$ cat src/rtl/rr_poll_pkg.sv
package rr_poll_pkg;

   // How the selector arrived at its address
   typedef enum logic [1:0] {
      PK_KEEP = 2'd0,
      PK_UP   = 2'd1,
      PK_WRAP = 2'd2,
      PK_NONE = 2'd3
   } pick_kind_e;

endpackage

$ cat src/rtl/rr_poll_mask_reg.sv
module rr_poll_mask_reg #(
   parameter int NUM_DEV       = 16,
   parameter bit RESERVE_ADDR0 = 1'b1
) (
   input  logic               clk,
   input  logic               rst_n,
   input  logic               load,
   input  logic [NUM_DEV-1:0] din,
   output logic [NUM_DEV-1:0] mask_q
);

   logic [NUM_DEV-1:0] keep_bits;

   generate
      if (RESERVE_ADDR0) begin : g_rsv
         assign keep_bits = {{(NUM_DEV-1){1'b1}}, 1'b0};

         // address 0 can never become enabled
         a_r2_addr0_clear: assert property (@(posedge clk) disable iff (!rst_n)
            load |=> !mask_q[0]);
      end else begin : g_all
         assign keep_bits = '1;
      end
   endgenerate

   always_ff @(posedge clk or negedge rst_n) begin
      if (!rst_n)
         mask_q <= '0;
      else if (load)
         mask_q <= din & keep_bits;
   end

endmodule

$ cat src/rtl/rr_poll_history.sv
module rr_poll_history #(
   parameter int ADDR_W     = 4,
   parameter int OPC_W      = 4,
   parameter int TALK0_CODE = 12
) (
   input  logic                    clk,
   input  logic                    rst_n,
   input  logic                    tx_valid,
   input  logic [ADDR_W+OPC_W-1:0] tx_byte,
   output logic [ADDR_W+OPC_W-1:0] last_cmd_q,
   output logic [ADDR_W+OPC_W-1:0] last_poll_q
);

   localparam int               CMD_W = ADDR_W + OPC_W;
   localparam logic [OPC_W-1:0] TALK0 = OPC_W'(TALK0_CODE);

   logic is_poll;
   assign is_poll = (tx_byte[OPC_W-1:0] == TALK0);

   always_ff @(posedge clk or negedge rst_n) begin
      if (!rst_n) begin
         last_cmd_q  <= '0;
         last_poll_q <= {ADDR_W'(0), TALK0};
      end else if (tx_valid) begin
         last_cmd_q <= tx_byte;
         if (is_poll)
            last_poll_q <= tx_byte;
      end
   end

   // a poll byte is recorded, any other byte leaves the record alone
   a_r11_poll_recorded: assert property (@(posedge clk) disable iff (!rst_n)
      tx_valid && (tx_byte[OPC_W-1:0] == TALK0) |=> last_poll_q == $past(tx_byte));

   a_r11_other_kept: assert property (@(posedge clk) disable iff (!rst_n)
      tx_valid && (tx_byte[OPC_W-1:0] != TALK0) |=> $stable(last_poll_q));

   a_r11_cmd_recorded: assert property (@(posedge clk) disable iff (!rst_n)
      tx_valid |=> last_cmd_q == $past(tx_byte));

   logic [CMD_W-1:0] unused_w;
   assign unused_w = '0;

endmodule

$ cat src/rtl/rr_poll_pick.sv
module rr_poll_pick
   import rr_poll_pkg::*;
#(
   parameter int ADDR_W     = 4,
   parameter int OPC_W      = 4,
   parameter int TALK0_CODE = 12
) (
   input  logic [(1<<ADDR_W)-1:0]   mask,
   input  logic [ADDR_W+OPC_W-1:0]  last_cmd,
   input  logic [ADDR_W+OPC_W-1:0]  last_poll,
   input  logic                     srq,
   output logic [ADDR_W-1:0]        pick_addr,
   output pick_kind_e               pick_kind,
   output logic [ADDR_W+OPC_W-1:0]  pick_cmd,
   output logic                     issue
);

   localparam int               NUM_DEV = 1 << ADDR_W;
   localparam int               CMD_W   = ADDR_W + OPC_W;
   localparam logic [OPC_W-1:0] TALK0   = OPC_W'(TALK0_CODE);

   function automatic logic [ADDR_W-1:0] f_lowest(input logic [NUM_DEV-1:0] v);
      logic [ADDR_W-1:0] r;
      r = '0;
      for (int i = NUM_DEV - 1; i >= 0; i--)
         if (v[i]) r = ADDR_W'(i);
      return r;
   endfunction

   logic [ADDR_W-1:0]  cand;
   logic               cand_on;
   logic               srq_move;
   logic [NUM_DEV-1:0] above_m;

   assign cand     = last_poll[CMD_W-1:OPC_W];
   assign cand_on  = mask[cand];
   assign srq_move = srq && (last_cmd == last_poll);

   generate
      for (genvar g = 0; g < NUM_DEV; g++) begin : g_above
         assign above_m[g] = mask[g] & (cand < ADDR_W'(g));
      end
   endgenerate

   always_comb begin
      if (mask == '0) begin
         pick_kind = PK_NONE;
         pick_addr = cand;
      end else if (cand_on && !srq_move) begin
         pick_kind = PK_KEEP;
         pick_addr = cand;
      end else if (|above_m) begin
         pick_kind = PK_UP;
         pick_addr = f_lowest(above_m);
      end else begin
         pick_kind = PK_WRAP;
         pick_addr = f_lowest(mask);
      end
   end

   assign pick_cmd = {pick_addr, TALK0};
   assign issue    = (pick_kind != PK_NONE) && (pick_cmd != last_cmd);

   always_comb begin
      if (pick_kind != PK_NONE) begin
         a_r7_pick_enabled: assert (mask[pick_addr]);
      end
      if (pick_kind == PK_UP) begin
         a_r5_moves_up: assert (pick_addr > cand);
      end
      if (pick_kind == PK_WRAP) begin
         a_r8_wraps_low: assert (pick_addr <= cand);
      end
   end

endmodule

$ cat src/rtl/rr_poll_selector.sv
module rr_poll_selector
   import rr_poll_pkg::*;
#(
   parameter int ADDR_W        = 4,
   parameter int OPC_W         = 4,
   parameter int TALK0_CODE    = 12,
   parameter bit RESERVE_ADDR0 = 1'b1
) (
   input  logic                          clk,
   input  logic                          rst_n,
   input  logic                          mask_load,
   input  logic [(1<<ADDR_W)-1:0]        mask_in,
   input  logic                          tx_valid,
   input  logic [ADDR_W+OPC_W-1:0]       tx_byte,
   input  logic                          srq_flag,
   input  logic                          poll_req,
   output logic                          poll_valid,
   output logic [ADDR_W+OPC_W-1:0]       poll_cmd
);

   localparam int               NUM_DEV = 1 << ADDR_W;
   localparam int               CMD_W   = ADDR_W + OPC_W;
   localparam logic [OPC_W-1:0] TALK0   = OPC_W'(TALK0_CODE);

   generate
      if (ADDR_W < 1 || ADDR_W > 8) begin : g_bad_addr_w
         $error("rr_poll_selector: ADDR_W must lie in 1..8");
      end
      if (TALK0_CODE < 0 || TALK0_CODE >= (1 << OPC_W)) begin : g_bad_code
         $error("rr_poll_selector: TALK0_CODE does not fit in OPC_W bits");
      end
   endgenerate

   logic [NUM_DEV-1:0] mask_q;
   logic [CMD_W-1:0]   last_cmd_q;
   logic [CMD_W-1:0]   last_poll_q;
   logic [ADDR_W-1:0]  pick_addr;
   pick_kind_e         pick_kind;
   logic [CMD_W-1:0]   pick_cmd;
   logic               issue;

   rr_poll_mask_reg #(
      .NUM_DEV       (NUM_DEV),
      .RESERVE_ADDR0 (RESERVE_ADDR0)
   ) mask_i (
      .clk    (clk),
      .rst_n  (rst_n),
      .load   (mask_load),
      .din    (mask_in),
      .mask_q (mask_q)
   );

   rr_poll_history #(
      .ADDR_W     (ADDR_W),
      .OPC_W      (OPC_W),
      .TALK0_CODE (TALK0_CODE)
   ) hist_i (
      .clk         (clk),
      .rst_n       (rst_n),
      .tx_valid    (tx_valid),
      .tx_byte     (tx_byte),
      .last_cmd_q  (last_cmd_q),
      .last_poll_q (last_poll_q)
   );

   rr_poll_pick #(
      .ADDR_W     (ADDR_W),
      .OPC_W      (OPC_W),
      .TALK0_CODE (TALK0_CODE)
   ) pick_i (
      .mask      (mask_q),
      .last_cmd  (last_cmd_q),
      .last_poll (last_poll_q),
      .srq       (srq_flag),
      .pick_addr (pick_addr),
      .pick_kind (pick_kind),
      .pick_cmd  (pick_cmd),
      .issue     (issue)
   );

   always_ff @(posedge clk or negedge rst_n) begin
      if (!rst_n) begin
         poll_valid <= 1'b0;
         poll_cmd   <= '0;
      end else begin
         poll_valid <= poll_req && issue;
         if (poll_req && issue)
            poll_cmd <= pick_cmd;
      end
   end

   // a pulse only ever follows a request
   a_r12_valid_from_req: assert property (@(posedge clk) disable iff (!rst_n)
      poll_valid |-> $past(poll_req));

   // never two pulses back to back without two requests
   a_r12_single_pulse: assert property (@(posedge clk) disable iff (!rst_n)
      poll_valid && !poll_req |=> !poll_valid);

   // command format
   a_r9_talk0_code: assert property (@(posedge clk) disable iff (!rst_n)
      poll_valid |-> poll_cmd[OPC_W-1:0] == TALK0);

   // never repeat the byte already on the bus
   a_r10_no_repeat: assert property (@(posedge clk) disable iff (!rst_n)
      poll_valid |-> poll_cmd != $past(last_cmd_q));

   // empty mask stays silent
   a_r3_empty_silent: assert property (@(posedge clk) disable iff (!rst_n)
      $past(poll_req) && ($past(mask_q) == '0) |-> !poll_valid);

   // reserved address never leaves the block
   generate
      if (RESERVE_ADDR0) begin : g_chk_rsv
         a_r2_no_addr0: assert property (@(posedge clk) disable iff (!rst_n)
            poll_valid |-> poll_cmd[CMD_W-1:OPC_W] != '0);
      end
   endgenerate

endmodule

$ cat config.mk
export PLATFORM = sky130hd
export DESIGN_NAME = rr_poll_selector
export DESIGN_NICKNAME = d
export VERILOG_FILES = /design/src/rtl/rr_poll_pkg.sv /design/src/rtl/rr_poll_mask_reg.sv /design/src/rtl/rr_poll_history.sv /design/src/rtl/rr_poll_pick.sv /design/src/rtl/rr_poll_selector.sv
export SDC_FILE = /design/constraint.sdc
export NUM_CORES = 1
export LEC_CHECK = 0
export CAP_MARGIN = 5
export CORE_MARGIN = 2
export CORE_UTILIZATION = 33
export CTS_CLUSTER_DIAMETER = 50
export DETAILED_ROUTE_END_ITERATION = 10
export PLACE_DENSITY = 0.57
export SLEW_MARGIN = 40
export SYNTH_ARGS = -nofsm -noshare
export SYNTH_HDL_FRONTEND = slang
export SYNTH_SLANG_ARGS = --single-unit
export TNS_END_PERCENT = 50
$ cat constraint.sdc
create_clock -name clk -period 3.8 [get_ports clk]
set_clock_uncertainty 0.05 [all_clocks]
set_input_delay 0.76 -clock clk [delete_from_list [all_inputs] [get_ports clk]]
set_output_delay 0.76 -clock clk [all_outputs]
set_load 0.05 [all_outputs]
==> qor.txt, run 1 <==
Main synth FF type: dfrtp_1
Detailed Route Iter0 Violations: 126
Overflow after GRT: 0
Starting Density: 0.340
root buf cell: clkbuf_8
layout cell share with drive strength beyond 1: 0.179
worst r2r dst: poll_cmd[6]
Worst EP required: 3.94 ns
CTS tree: done
RD Place Congestion: 0.864
# fillers: 725
via count: 1994
crit path DAT: 3.52 ns
Setup CP Type: reg2reg
final hold vios: 0
core box area: 0.00721 mm^2
post-DP HPWL: 4.21 mm
synth top area cells: dfrtp_1, mux2_2, xnor2_1, mux2i_1, nand2_1
post-synthesis mux area share: 0.138
max-slew violations: 0
VDD IR-drop max: 0.220 mV
DRT Pass-1 Iters: 4
PwrDens: 531 mW/mm^2
Worst slew margin: 0.469
first-pass GRT wire length: 9.73 mm
FF/Latch Area: 928 um^2
critical path peak fanout: 25
Syn Inst Count: 249
period utilisation layout: 0.890
wire per inst: 15.1 um
reg2reg setup slack: 0.42 ns
DRT antenna net count: 0
syn avg cell area: 9.84 um^2
post-synthesis async set-or-reset flop share: 1.00
Yosys warning count: 0
post-synthesis simple-gate area fraction: 0.183
post-synthesis sequential area ratio: 0.379
Post-synth EDFFs: 0
XOR/XNOR share of the synthesized area: 0.0429
Final Instance Area: 0.00298 mm^2
Worst Hold Class: in2async
vias in the first global route: 1959
largest net degree at the start of global routing: 38
worst r2r src: hist_i.last_poll_q[6]
area taken by multi-input logic gates: 0.00137 mm^2
combinational family with the most area after synthesis: compound AO/OA/AOI/OAI gates
Num CTS Buffers: 5
final setup TNS: 0 ns
CP top delay family: simple AND/OR/NAND/NOR gates
Reg2Reg Depth: 9
DP Worst Slack: 0.462 ns
MaxCap Viol Count: 0
initial antenna violation count: 0
Critical path buffers and inverters: 0
Clock Tree Buf Depth: 2
crit-path cells: nand2_1 > o22a_1 > nor4b_2 > and2_1 > nor3b_1 > o31ai_2 > xnor2_1 > a31oi_4 > mux2_4
CP peak stage delay: 0.86 ns
Die Height: 90.2 um
CP endpoint kind: flip-flop
final setup margin: 0.419 ns
Die W: 90.2 um
Critical-path top delay cell: dfrtp_1
H-tree level count: 2
row count: 31
Synth Area in Compound Gates: 0.192
Yosys cell types: 64
final hold slack: 0.371 ns
Port Buffers: 35
final wirelength: 5.71 mm
Post-CTS Setup Bufs: 0
Top-Level Pins: 39
placed cell areas: 0.00284 mm^2
top cell type by total area after synthesis: dfrtp_1
Netlist Area Pre-Place: 0.00245 mm^2
post-cts resize count: 0
antenna fix cells: 0
fin nets: 308
clock sink count: 37
Startpoint Class: flip-flop
clock slew at reported path FFs: 0.08 ns
Clock Latency Late Sink: 0.30 ns
unrepaired setup endpoints after global routing: no
status: finished, final reports clean
Synth top cells by count: dfrtp_1, mux2_2, nand2_1
slew at the pin with the worst max-slew slack: 0.796 ns
Adder-Cell Fraction of Synth Area: 0
most frequent cell after synthesis: dfrtp_1
Die Area: 0.00813 mm^2
residual DRC count: 0
# setup viols final: 0
Fmax achieved: 296 MHz
min cycle time layout: 3.38 ns
P&R area growth vs syn: 21.7%
Synth top area share: 0.357
fin util: 0.413
hold_buf cts: 0
GRT Resource Usage Total: 0.149
via/cell ratio: 5.28
flop and latch count out of synthesis: 37
Leakage: 1.17 nW
layout by cell type (no fill, tap or decap), types with 3 or more instances in the layout:
cell type / Yosys / final
dfrtp_1: 35 / 35
clkdlybuf4s50_1: 0 / 34
nand2_1: 19 / 19
mux2_2: 19 / 19
o21ai_0: 13 / 13
inv_1: 12 / 12
nor2_1: 11 / 11
xnor2_1: 10 / 10
nor4_1: 9 / 9
mux2i_1: 8 / 8
nor2b_1: 6 / 6
a21oi_1: 6 / 6
nand2b_1: 6 / 6
clkbuf_8: 0 / 5
buf_4: 6 / 5
o31ai_1: 4 / 4
o21bai_1: 3 / 3
and3_1: 3 / 3
a221oi_1: 3 / 3
a211oi_1: 3 / 3
nor3b_1: 3 / 3
nand3_1: 3 / 3
or2_2: 3 / 3
mux2_4: 3 / 3
through the flow:
step / power [W] / std cells
2_1_floorplan: 0.00102 / 250
3_3_place_gp: 0.00117 / 370
3_5_place_dp: 0.00118 / 370
4_1_cts: 0.00160 / 378
5_1_grt: 0.00168 / 378
6_report: 0.00158 / 378
worst max-delay path by stage:
stage,slack (ns),cells past startpoint,endpoint,startpoint
after floorplan,1.13,11,poll_cmd[4],hist_i.last_poll_q[6]
after global placement,0.47,9,poll_cmd[4],hist_i.last_poll_q[6]
after detailed placement,0.46,9,poll_cmd[6],hist_i.last_poll_q[6]
after CTS,0.45,9,poll_cmd[6],hist_i.last_poll_q[6]
after global routing,0.16,9,poll_cmd[6],hist_i.last_poll_q[6]
final,0.42,9,poll_cmd[6],hist_i.last_poll_q[6]
report_power, final:
| group | internal, W | switching (W) |
|---|---|---|
| Sequential | 0.000454 | 0.000115 |
| Combinational | 0.000284 | 0.000316 |
| Clock | 0.000264 | 0.000150 |
state kept, by name, summed over array words and instances (netlist names):
| signal | cells |
|---|---|
| mask_i.mask_q | 15 |
| hist_i.last_poll_q | 8 |
| poll_cmd | 5 |
| hist_i.last_cmd_q | 8 |
| poll_valid | 1 |
cells by family after synthesis:
group | Yosys count
buf+inv | 30
xor+xnor | 12
mux | 30
flops | 37
other cells | 1
compound gates | 61
simple gates | 78
worst reg2reg max path, delay by kind of cell, from the launching register on:
family / cells / cell delay, ns
and+or+nand+nor: 4 / 1.15
DFF: 1 / 0.86
AOI/OAI and AO/OA: 3 / 0.71
muxes: 1 / 0.33
xor gates and xnor gates: 1 / 0.17
layout make-up:
class / instances / share of cell area
inverter: 12 / 0.0151
timing repair buffer: 39 / 0.127
tap: 99 / 0.0415
clock inverter: 3 / 0.0231
sequential: 37 / 0.311
clock buffer: 5 / 0.0231
multi-input combinational: 183 / 0.459
per-layer routing:
metal | wire, um | part of all wire | vias to the layer above | global-route usage
met3 | 257 | 0.045 | 8 | 0.0260
met2 | 2630 | 0.46 | 49 | 0.239
met4 | 112 | 0.020 | 0 | 0.0577
li1 | - | - | 967 | -
met1 | 2710 | 0.47 | 970 | 0.200
met5 | 0 | 0 | - | 0
Power figures use the tool's default switching activity.
==> run 2: changes to the inputs <==
--- a/config.mk
+++ b/config.mk
@@ -5,7 +5,7 @@
 export SDC_FILE = /design/constraint.sdc
 export NUM_CORES = 1
 export LEC_CHECK = 0
-export CAP_MARGIN = 5
+export ABC_CLOCK_PERIOD_IN_PS = 3800
 export CORE_MARGIN = 2
 export CORE_UTILIZATION = 33
 export CTS_CLUSTER_DIAMETER = 50
==> results of run 2 <==
Final layout, timing and power as in run 1 (identical DEF).
